===== src/rtl/nprd_pkg.sv =====
package nprd_pkg;
  typedef enum logic [3:0] {
    ST_IDLE, ST_OPEN, ST_JDATA, ST_RDATA, ST_JSPARE, ST_RSPARE,
    ST_CORR, ST_BBCMD, ST_BBRD, ST_FIN
  } rd_state_e;

  typedef enum logic {
    OP_OPEN   = 1'b0,
    OP_RNDOUT = 1'b1
  } cmd_op_e;
endpackage


===== src/rtl/nprd_pos_gen.sv =====
module nprd_pos_gen #(
  parameter int COL_W       = 10,
  parameter int CHUNK_BYTES = 128,
  parameter int ECC_BYTES   = 3,
  parameter int SPARE_START = 514
) (
  input  logic             clk_i,
  input  logic             rst_ni,
  input  logic             clr_i,
  input  logic             adv_i,
  output logic [COL_W-1:0] data_col_o,
  output logic [COL_W-1:0] spare_col_o
);
  logic [COL_W-1:0] data_q, spare_q;

  always_ff @(posedge clk_i or negedge rst_ni) begin
    if (!rst_ni) begin
      data_q  <= '0;
      spare_q <= COL_W'(SPARE_START);
    end else if (clr_i) begin
      data_q  <= '0;
      spare_q <= COL_W'(SPARE_START);
    end else if (adv_i) begin
      data_q  <= data_q + COL_W'(CHUNK_BYTES);
      spare_q <= spare_q + COL_W'(ECC_BYTES);
    end
  end

  assign data_col_o  = data_q;
  assign spare_col_o = spare_q;
endmodule


===== src/rtl/nprd_ecc_buf.sv =====
module nprd_ecc_buf #(
  parameter int N_CHUNK   = 4,
  parameter int ECC_BYTES = 3,
  parameter int CH_W      = 2,
  parameter int CNT_W     = 7,
  localparam int TOTAL    = N_CHUNK * ECC_BYTES
) (
  input  logic                   clk_i,
  input  logic                   rst_ni,
  input  logic                   clr_i,
  input  logic                   wr_en_i,
  input  logic [CH_W-1:0]        wr_chunk_i,
  input  logic [CNT_W-1:0]       wr_byte_i,
  input  logic [7:0]             wr_data_i,
  input  logic [CH_W-1:0]        rd_chunk_i,
  output logic [8*TOTAL-1:0]     ecc_o,
  output logic [8*ECC_BYTES-1:0] rd_slot_o
);
  int wr_idx;
  always_comb wr_idx = int'(wr_chunk_i) * ECC_BYTES + int'(wr_byte_i);

  for (genvar s = 0; s < TOTAL; s++) begin : g_slot
    logic [7:0] b_q;
    always_ff @(posedge clk_i or negedge rst_ni) begin
      if (!rst_ni)                      b_q <= '0;
      else if (clr_i)                   b_q <= '0;
      else if (wr_en_i && wr_idx == s)  b_q <= wr_data_i;
    end
    assign ecc_o[8*s +: 8] = b_q;
  end

  assign rd_slot_o = ecc_o[8*ECC_BYTES*int'(rd_chunk_i) +: 8*ECC_BYTES];
endmodule


===== src/rtl/nprd_marker_chk.sv =====
module nprd_marker_chk (
  input  logic        wide_i,
  input  logic [15:0] word_i,
  output logic        bad_o
);
  // erased marker reads all ones; narrow bus looks at low byte only
  always_comb begin
    if (wide_i) bad_o = (word_i != 16'hFFFF);
    else        bad_o = (word_i[7:0] != 8'hFF);
  end
endmodule


===== src/rtl/nand_chunk_reader.sv =====
module nand_chunk_reader
  import nprd_pkg::*;
#(
  parameter int PAGE_BYTES  = 512,
  parameter int CHUNK_BYTES = 128,
  parameter int ECC_BYTES   = 3,
  parameter int ECC_OFF     = 2,
  parameter int SPARE_BYTES = 16,
  parameter int BB_POS      = 0,
  parameter int BLK_W       = 10,
  parameter int PG_W        = 6,
  localparam int N_CHUNK    = PAGE_BYTES / CHUNK_BYTES,
  localparam int CH_W       = (N_CHUNK > 1) ? $clog2(N_CHUNK) : 1,
  localparam int CNT_W      = (CHUNK_BYTES > 1) ? $clog2(CHUNK_BYTES) : 1,
  localparam int COL_W      = $clog2(PAGE_BYTES + SPARE_BYTES),
  localparam int ROW_W      = BLK_W + PG_W,
  localparam int ECC_W      = 8 * N_CHUNK * ECC_BYTES
) (
  input  logic                   clk_i,
  input  logic                   rst_ni,
  input  logic                   req_i,
  input  logic                   bb_mode_i,
  input  logic                   wide_i,
  input  logic [BLK_W-1:0]       block_i,
  input  logic [PG_W-1:0]        page_i,
  output logic                   busy_o,
  output logic                   done_o,
  output logic                   err_o,
  output logic                   bad_o,
  output logic                   cmd_valid_o,
  input  logic                   cmd_ready_i,
  output logic                   cmd_op_o,
  output logic [COL_W-1:0]       cmd_col_o,
  output logic [ROW_W-1:0]       cmd_row_o,
  output logic                   rd_req_o,
  input  logic                   rd_valid_i,
  input  logic [15:0]            rd_data_i,
  output logic                   data_valid_o,
  output logic [7:0]             data_o,
  output logic [CH_W-1:0]        data_chunk_o,
  output logic [ECC_W-1:0]       ecc_o,
  output logic                   corr_valid_o,
  output logic [CH_W-1:0]        corr_idx_o,
  output logic [8*ECC_BYTES-1:0] corr_ecc_o
);
  localparam int SPARE_START = PAGE_BYTES + ECC_OFF;
  localparam int MARK_COL    = PAGE_BYTES + BB_POS;

  rd_state_e         state_q;
  logic [BLK_W-1:0]  blk_q;
  logic [PG_W-1:0]   pg_q;
  logic              wide_q;
  logic [CNT_W-1:0]  cnt_q;
  logic [CH_W-1:0]   chunk_q;
  logic [CH_W-1:0]   corr_q;
  logic              bad_q, err_q;
  logic              dv_q;
  logic [7:0]        dat_q;
  logic [CH_W-1:0]   dchunk_q;

  logic              start, last_data, last_spare, ecc_wr, mark_bad;
  logic [COL_W-1:0]  data_col, spare_col;

  assign start      = (state_q == ST_IDLE) && req_i;
  assign last_data  = (cnt_q == CNT_W'(CHUNK_BYTES - 1));
  assign last_spare = (cnt_q == CNT_W'(ECC_BYTES - 1));
  assign ecc_wr     = (state_q == ST_RSPARE) && rd_valid_i;

  nprd_pos_gen #(
    .COL_W(COL_W), .CHUNK_BYTES(CHUNK_BYTES),
    .ECC_BYTES(ECC_BYTES), .SPARE_START(SPARE_START)
  ) u_pos (
    .clk_i(clk_i), .rst_ni(rst_ni),
    .clr_i(start), .adv_i(ecc_wr && last_spare),
    .data_col_o(data_col), .spare_col_o(spare_col)
  );

  nprd_ecc_buf #(
    .N_CHUNK(N_CHUNK), .ECC_BYTES(ECC_BYTES), .CH_W(CH_W), .CNT_W(CNT_W)
  ) u_ecc (
    .clk_i(clk_i), .rst_ni(rst_ni),
    .clr_i(start && !bb_mode_i), .wr_en_i(ecc_wr),
    .wr_chunk_i(chunk_q), .wr_byte_i(cnt_q), .wr_data_i(rd_data_i[7:0]),
    .rd_chunk_i(corr_q), .ecc_o(ecc_o), .rd_slot_o(corr_ecc_o)
  );

  nprd_marker_chk u_mark (
    .wide_i(wide_q), .word_i(rd_data_i), .bad_o(mark_bad)
  );

  always_ff @(posedge clk_i or negedge rst_ni) begin
    if (!rst_ni) begin
      state_q  <= ST_IDLE;
      blk_q    <= '0;
      pg_q     <= '0;
      wide_q   <= 1'b0;
      cnt_q    <= '0;
      chunk_q  <= '0;
      corr_q   <= '0;
      bad_q    <= 1'b0;
      err_q    <= 1'b0;
      dv_q     <= 1'b0;
      dat_q    <= '0;
      dchunk_q <= '0;
    end else begin
      err_q <= req_i && (state_q != ST_IDLE);
      dv_q  <= 1'b0;
      unique case (state_q)
        ST_IDLE: if (req_i) begin
          blk_q   <= block_i;
          pg_q    <= bb_mode_i ? '0 : page_i;
          wide_q  <= wide_i;
          chunk_q <= '0;
          corr_q  <= '0;
          bad_q   <= 1'b0;
          state_q <= bb_mode_i ? ST_BBCMD : ST_OPEN;
        end
        ST_OPEN: if (cmd_ready_i) state_q <= ST_JDATA;
        ST_JDATA: if (cmd_ready_i) begin
          cnt_q   <= '0;
          state_q <= ST_RDATA;
        end
        ST_RDATA: if (rd_valid_i) begin
          dv_q     <= 1'b1;
          dat_q    <= rd_data_i[7:0];
          dchunk_q <= chunk_q;
          if (last_data) state_q <= ST_JSPARE;
          else           cnt_q   <= cnt_q + 1'b1;
        end
        ST_JSPARE: if (cmd_ready_i) begin
          cnt_q   <= '0;
          state_q <= ST_RSPARE;
        end
        ST_RSPARE: if (rd_valid_i) begin
          if (!last_spare)                              cnt_q   <= cnt_q + 1'b1;
          else if (chunk_q == CH_W'(N_CHUNK - 1))       state_q <= ST_CORR;
          else begin
            chunk_q <= chunk_q + 1'b1;
            state_q <= ST_JDATA;
          end
        end
        ST_CORR: begin
          // one chunk per cycle, no status returned
          if (corr_q == CH_W'(N_CHUNK - 1)) state_q <= ST_FIN;
          else                              corr_q  <= corr_q + 1'b1;
        end
        ST_BBCMD: if (cmd_ready_i) state_q <= ST_BBRD;
        ST_BBRD: if (rd_valid_i) begin
          bad_q   <= mark_bad;
          state_q <= ST_FIN;
        end
        ST_FIN:  state_q <= ST_IDLE;
        default: state_q <= ST_IDLE;
      endcase
    end
  end

  always_comb begin
    cmd_valid_o = 1'b0;
    cmd_op_o    = OP_RNDOUT;
    cmd_col_o   = '0;
    unique case (state_q)
      ST_OPEN: begin
        cmd_valid_o = 1'b1;
        cmd_op_o    = OP_OPEN;
      end
      ST_JDATA: begin
        cmd_valid_o = 1'b1;
        cmd_col_o   = data_col;
      end
      ST_JSPARE: begin
        cmd_valid_o = 1'b1;
        cmd_col_o   = spare_col;
      end
      ST_BBCMD: begin
        cmd_valid_o = 1'b1;
        cmd_op_o    = OP_OPEN;
        cmd_col_o   = wide_q ? COL_W'(MARK_COL / 2) : COL_W'(MARK_COL);
      end
      default: ;
    endcase
  end

  assign cmd_row_o    = {blk_q, pg_q};
  assign rd_req_o     = (state_q == ST_RDATA) || (state_q == ST_RSPARE) ||
                        (state_q == ST_BBRD);
  assign busy_o       = (state_q != ST_IDLE);
  assign done_o       = (state_q == ST_FIN);
  assign err_o        = err_q;
  assign bad_o        = bad_q;
  assign data_valid_o = dv_q;
  assign data_o       = dat_q;
  assign data_chunk_o = dchunk_q;
  assign corr_valid_o = (state_q == ST_CORR);
  assign corr_idx_o   = corr_q;
endmodule


===== config.mk =====
export PLATFORM = sky130hd
export DESIGN_NAME = nand_chunk_reader
export DESIGN_NICKNAME = d
export VERILOG_FILES = /design/src/rtl/nprd_pkg.sv /design/src/rtl/nprd_pos_gen.sv /design/src/rtl/nprd_ecc_buf.sv /design/src/rtl/nprd_marker_chk.sv /design/src/rtl/nand_chunk_reader.sv
export SDC_FILE = /design/constraint.sdc
export NUM_CORES = 1
export LEC_CHECK = 0
export BUFFER_PORTS_ARGS = -buffer_cell sky130_fd_sc_hd__buf_2
export CAP_MARGIN = 20
export CORE_MARGIN = 2
export CORE_UTILIZATION = 55
export CTS_CLUSTER_DIAMETER = 80
export CTS_CLUSTER_SIZE = 14
export DETAILED_ROUTE_END_ITERATION = 8
export GPL_TIMING_DRIVEN = 0
export HOLD_SLACK_MARGIN = 0.15
export PLACE_DENSITY_LB_ADDON = 0.12
export SYNTH_ARGS = -nofsm -noshare
export SYNTH_HDL_FRONTEND = slang
export SYNTH_SLANG_ARGS = --single-unit

===== constraint.sdc =====
create_clock -name clk_i -period 4.37 [get_ports clk_i]
set_clock_uncertainty 0.2 [all_clocks]
set_input_delay 1.0925 -clock clk_i [delete_from_list [all_inputs] [get_ports clk_i]]
set_output_delay 1.0925 -clock clk_i [all_outputs]
set_load 0.005 [all_outputs]

* Word level (Yosys, flattened, before mapping) *
Index checks and enable logic that the tools add are counted.

word-level totals
  bits in registers = 161
  bits of input ports = 39
  output and inout port bits = 167

cells by class
  add/subtract/negate cells = 6
  $mul = 2
  eq/ne operators = 42
  shift operators = 1
  multiplexer cells = 66
  reduce and logical (&&, ||, !) cells = 50

operator list
  operator               number
  $mux 8                 24
  $eq 32x4->1 const B    4
  $eq 32x5->1 const B    4
  $shiftx 96x32->24      1
  $eq 32x3->1 const B    2
  $mux 10                5
  $mux 4                 11
  $pmux 4 s9             1
  $mux 7                 5
  $add 32x8->32          1
  $eq 32x2->1 const B    1
  $logic_not 32->1       1
  $reduce_bool 2->1      16
  $pmux 10 s3            1
  $ne 2x2->1 const B     14
  $pmux 7 s3             1
  $logic_and 1x1->1      17
  $eq 4x3->1 const B     4
  $ne 16x16->1 const B   1
  $reduce_and 11->1      1
  $add 10x2->10 const B  1
  $add 10x8->10 const B  1
  $mux 2                 5
  $eq 4x2->1 const B     2
  27 further kinds       43

* Logic depth before layout (Yosys ltp) *
  depth after elaboration = 6
  depth in mapped cells = 11
  mapped depth without buffers = 9

* Cells and area by module *
A second synthesis with hierarchy kept.

second synthesis, totals
  cell total of the unflattened synthesis = 738
  area total of the unflattened synthesis = 8,171.6 um2

by module, submodules not included
  module             times used  cells an instance  area an instance (um2)
  nprd_ecc_buf       1           427                5,103.6
  nand_chunk_reader  1           233                2,327.2
  nprd_pos_gen       1           71                 703.2
  nprd_marker_chk    1           7                  37.5

* Worst setup path after synthesis *
No wires, ideal clock.

  kind = register to output
  start point = register corr_q[0] (netlist: corr_idx_o[0])
  end point = output port corr_ecc_o[0]
  arrival time = 1,825 ps
  data required time = 3,078 ps
  path slack = 1,252 ps
  cell stages (with the launch flop) = 4
  buffers on the path = 2
  cell sequence = dfrtp_1 clkbuf_1 buf_1 mux4_2

on the way
  word-level cells in the longest chain between the ends = 2

RTL lines
  what                    RTL line                  text
  from (decl)             nand_chunk_reader.sv:55   logic [CH_W-1:0] corr_q;
  from (signal assigned)  nand_chunk_reader.sv:145  else corr_q <= corr_q + 1'b1;
  $mul 2x2->4             nprd_ecc_buf.sv:32        assign rd_slot_o = ecc_o[8*ECC_BYTES*int'(rd_chunk_i) +: 8*ECC_BYTES];
  $shiftx 96x32->24       nprd_ecc_buf.sv:32
  to (decl)               nand_chunk_reader.sv:44   output logic [8*ECC_BYTES-1:0] corr_ecc_o

Every way passes these cells.

* Worst setup path in the final report *
  start point = register state_q[2]
  end point = output port cmd_col_o[9]

on the way
  word-level cells in the longest chain between the ends = 2
  elaborated cells on any way between the ends = 4
  those cells by class = eq/ne (3); mux (1)

RTL lines
  what                                      RTL line                  text
  from (decl)                               nand_chunk_reader.sv:49   rd_state_e state_q;
  from (signal assigned)                    nand_chunk_reader.sv:116  state_q <= bb_mode_i ? ST_BBCMD : ST_OPEN;
  $eq 4x3->1 or $eq 4x2->1 (tied branches)  nand_chunk_reader.sv:162  unique case (state_q)
  $pmux 10 s3 (*)                           nand_chunk_reader.sv:162
  to (decl)                                 nand_chunk_reader.sv:33   output logic [COL_W-1:0] cmd_col_o,

Mark *: on every way between the ends. The rest lies on a longest branch, timed or not.

==> flow_summary.toml <==
[floorplan]
fp.dieArea_mm2 = 0.0151
coreArea_mm2 = 0.0138
rows = 43
die_w_um = 123
initial_core_util_pct = 56.0
die_y_um = 123
io_pins = 206

[sta]
tightest_slew_ns = 0.988
slew_headroom_pct = 34.0
min_period_over_period_pct = 92.8
period_needed_ns = 4.05
finalWorstSetupSlack_ns = 0.315
setup_violations = 0
setup_tns_ns = 0
hold_viol = 0
clock.fmax_mhz = 247
report.final.slew_viol_count = 0
rsz0062_at_grt = "false"

[route]
postRouteWirelength_um = 21800
vias_per_cell = 5.74
drc = 0
vias = 6401
first_pass_iters = 5
drtAntennaViolNets = 0
drtIter0Drc = 398
wl_per_cell_um = 19.5

[finish]
diodes = 0
final_layout_size_suffix_gt1_share_pct = 32.0
syn2layout_area_growth_pct = 24.2
final_cells = 1115
layout.nets = 973
fill_cells = 1061

[logic_synthesis]
synth.area.top_cells = "dfrtp_1 49%, mux2i_1 13%, nand2_1 8.6%"
synthDistinctLibCells = 59
syn-mean-instance-area_um2 = 11.1
yosysMostFrequentCell = "nand2_1"
synth_top_area_share_pct = 49.1
yosysTopAreaCell = "dfrtp_1"
synthArstFlopShare_pct = 100
synthesis.yosys.warnings = 0
syn_area_mm2 = 0.00775
synthFlopType = "dfrtp_1"
synth_edf_count = 0
ys_seq_area_share_pct = 49.8
netlist_instances = 698
synth_commonest_cells = "178 x nand2_1, 152 x dfrtp_1, 104 x mux2i_1"
syn-num-nets = 749
ys_seq_elements = 154

[critical_path]
worstSetupPathType = "reg2out"
worstPathRequired_ns = 3.08
reg2regPathDepth = 10
end_kind = "output pin"
cp-start-kind = "register"
cp_slowest_cell = "nor3b_1"
max_stage_delay_ns = 0.83
critPathMaxFanout = 10
crit_chain = "buf_2 -> clkbuf_1 -> nor2b_1 -> nor3b_1 -> a221o_1 -> buf_2"
cp_common_cell = "buf_2"
worstPathArrival_ns = 2.76

[worst_hold_path]
hold_class = "reg2reg"
hold_depth = 2

[clock_network]
max-clock-path-buffers = 2
cts-root-buf = "clkbuf_16"
clk_latency_ns = 0.43
clkSinkCount = 154
ctsHtreeMaxLevel = 4
cts_inserted_buffers = 17
post_cts_buffers = 0
cts_tree = "built"
clk_pin_slew_worst_paths_ns = 0.06

[place]
io_buffers = 204
dp_cells = 1083
dpl.hpwl_um = 16000
gp_congestion = 0.941
preCtsSetupSlack_ns = 0.492

[power]
ir_worst_vdd_v = 0.000347
p_total_mw = 5.50
seq_power_share_pct = 36.6
internal_power_mw = 3.55
p_leak_nw = 5.50
switching_share_pct = 35.4
p_sw_mw = 1.94
clkPwrFrac_pct = 26.9
power_density_mw_per_mm2 = 571
combPwrFrac_pct = 36.5

[grt]
antenna_found_initial = 0
grt_usage_pct = 30.2
overflow = 0
grt_max_degree = 87
grt_pass1_vias = 6397
grt_pass1_wl_um = 34000

[status]
outcome = "finished, final reports clean"

[flow_run]
maxCapViolCount = 0
==> sequential cells by signal, indices dropped and copies added (netlist names) <==
register           cells
u_ecc.g_slot.b_q      96
data_chunk_o           2
pg_q                   6
blk_q                 10
bad_o                  1
wide_q                 1
cnt_q                  7
state_q                4
chunk_q                2
data_o                 8
u_pos.spare_col_o     10
u_pos.data_col_o       3
corr_idx_o             2
err_o                  1
data_valid_o           1
==> power groups by stage <==
stage	Sequential (mW)	Combinational (mW)	Clock (mW)
2_1_floorplan	1.99	1.21	0
3_3_place_gp	2.00	1.92	0
3_5_place_dp	2.02	2.00	0
4_1_cts	2.01	2.01	1.49
5_1_grt	2.05	2.21	1.56
6_report	2.01	2.00	1.48
==> layout make-up <==
cell class / instances / area (µm²) / area share (%)
well taps: 180 / 225 / 2.34
plain buffers: 48 / 230 / 2.39
flip-flops and latches: 154 / 3860 / 40.1
repair buffers: 205 / 1050 / 11.0
clock inverters: 8 / 109 / 1.13
clock buffers: 24 / 482 / 5.01
multi-input cells: 487 / 3630 / 37.7
inverters: 9 / 33.8 / 0.351
==> worst max-delay path: cells and delay by family (launching register included) <==
| family | cells | cell delay (ns) |
|---|---|---|
| buffers and inverters | 3 | 0.64 |
| flip-flops | 1 | 0.33 |
| AND/OR/NAND/NOR | 2 | 1.09 |
| AO/OA/AOI/OAI | 1 | 0.27 |
==> cells by family (layout without fill, tap and decap cells) <==
| logic type | count (synthesis) | count (layout) | synth area share (%) |
|---|---|---|---|
| adders and majority gates | 12 | 12 | 2.03 |
| DFF | 154 | 154 | 49.8 |
| xor gates and xnor gates | 12 | 12 | 1.36 |
| muxes | 143 | 143 | 22.6 |
| and+or+nand+nor | 272 | 272 | 16.5 |
| buffers and inverters | 57 | 294 | 3.39 |
| AOI/OAI and AO/OA | 48 | 48 | 4.39 |
==> worst paths after layout <==
check,from,endpoint,slack (ns)
min in group asynchronous,rst_ni,cnt_q[0]$_DFFE_PN0P_,0.46
setup / recovery,state_q[2]$_DFFE_PN0P_,cmd_col_o[9],0.32
hold / removal,pg_q[0]$_DFFE_PN0P_,pg_q[0]$_DFFE_PN0P_,0.26
hold reg to reg,pg_q[0]$_DFFE_PN0P_,pg_q[0]$_DFFE_PN0P_,0.26
setup reg to reg,chunk_q[0]$_DFFE_PN0P_,u_ecc.g_slot[10].b_q[0]$_DFFE_PN0P_,1.08
max in group asynchronous,rst_ni,u_pos.spare_col_o[9]$_DFFE_PN1P_,2.64
==> per-layer routing <==
layer	share of wire, %	GRT usage, %	routed length (µm)	up-vias
met5	0	0	0	-
met1	40	38.9	8750	3188
met2	49	48.8	10700	277
li1	-	-	-	2896
met3	8.6	8.46	1870	40
met4	2.1	11.4	463	0
==> layout by cell type (no fill, tap or decap), types with 3 or more instances in the layout <==
cell and instances:
ha_1 11, clkbuf_8 3, nand2b_1 4, mux2i_1 104, clkinv_4 3, a41o_1 3, inv_1 9, nand2_1 178
a41oi_1 3, a31oi_1 3, dfrtp_1 152, nor4b_1 5, buf_6 5, xnor2_1 10, buf_2 212, nand4_1 10
or3_1 5, a21oi_1 10, clkbuf_1 34, a21o_1 4, nor4_1 3, o21ai_0 10, and2_1 11, nand3b_1 8
mux4_2 24, nor2_1 18, nand3_1 4, mux2_2 14, clkbuf_16 17, nor3_1 6
==> through the flow <==
stage               utilization (%)  area [µm²]  hold slack, ns
finish                         69.6        9620           0.264
global route                   69.6        9620           0.295
CTS                            69.6        9620           0.265
detailed placement             65.3        9030           0.251
global placement               65.1        9000           0.247
floorplan                         -        7750           0.263
==> repair_timing <==
action                     in CTS  in global routing
setup endpoints to repair       0                  7
resized for setup               0                  2
hold endpoints to repair        0                  0
hold buffers                    0                  0
(Power assumes the default switching activity.)
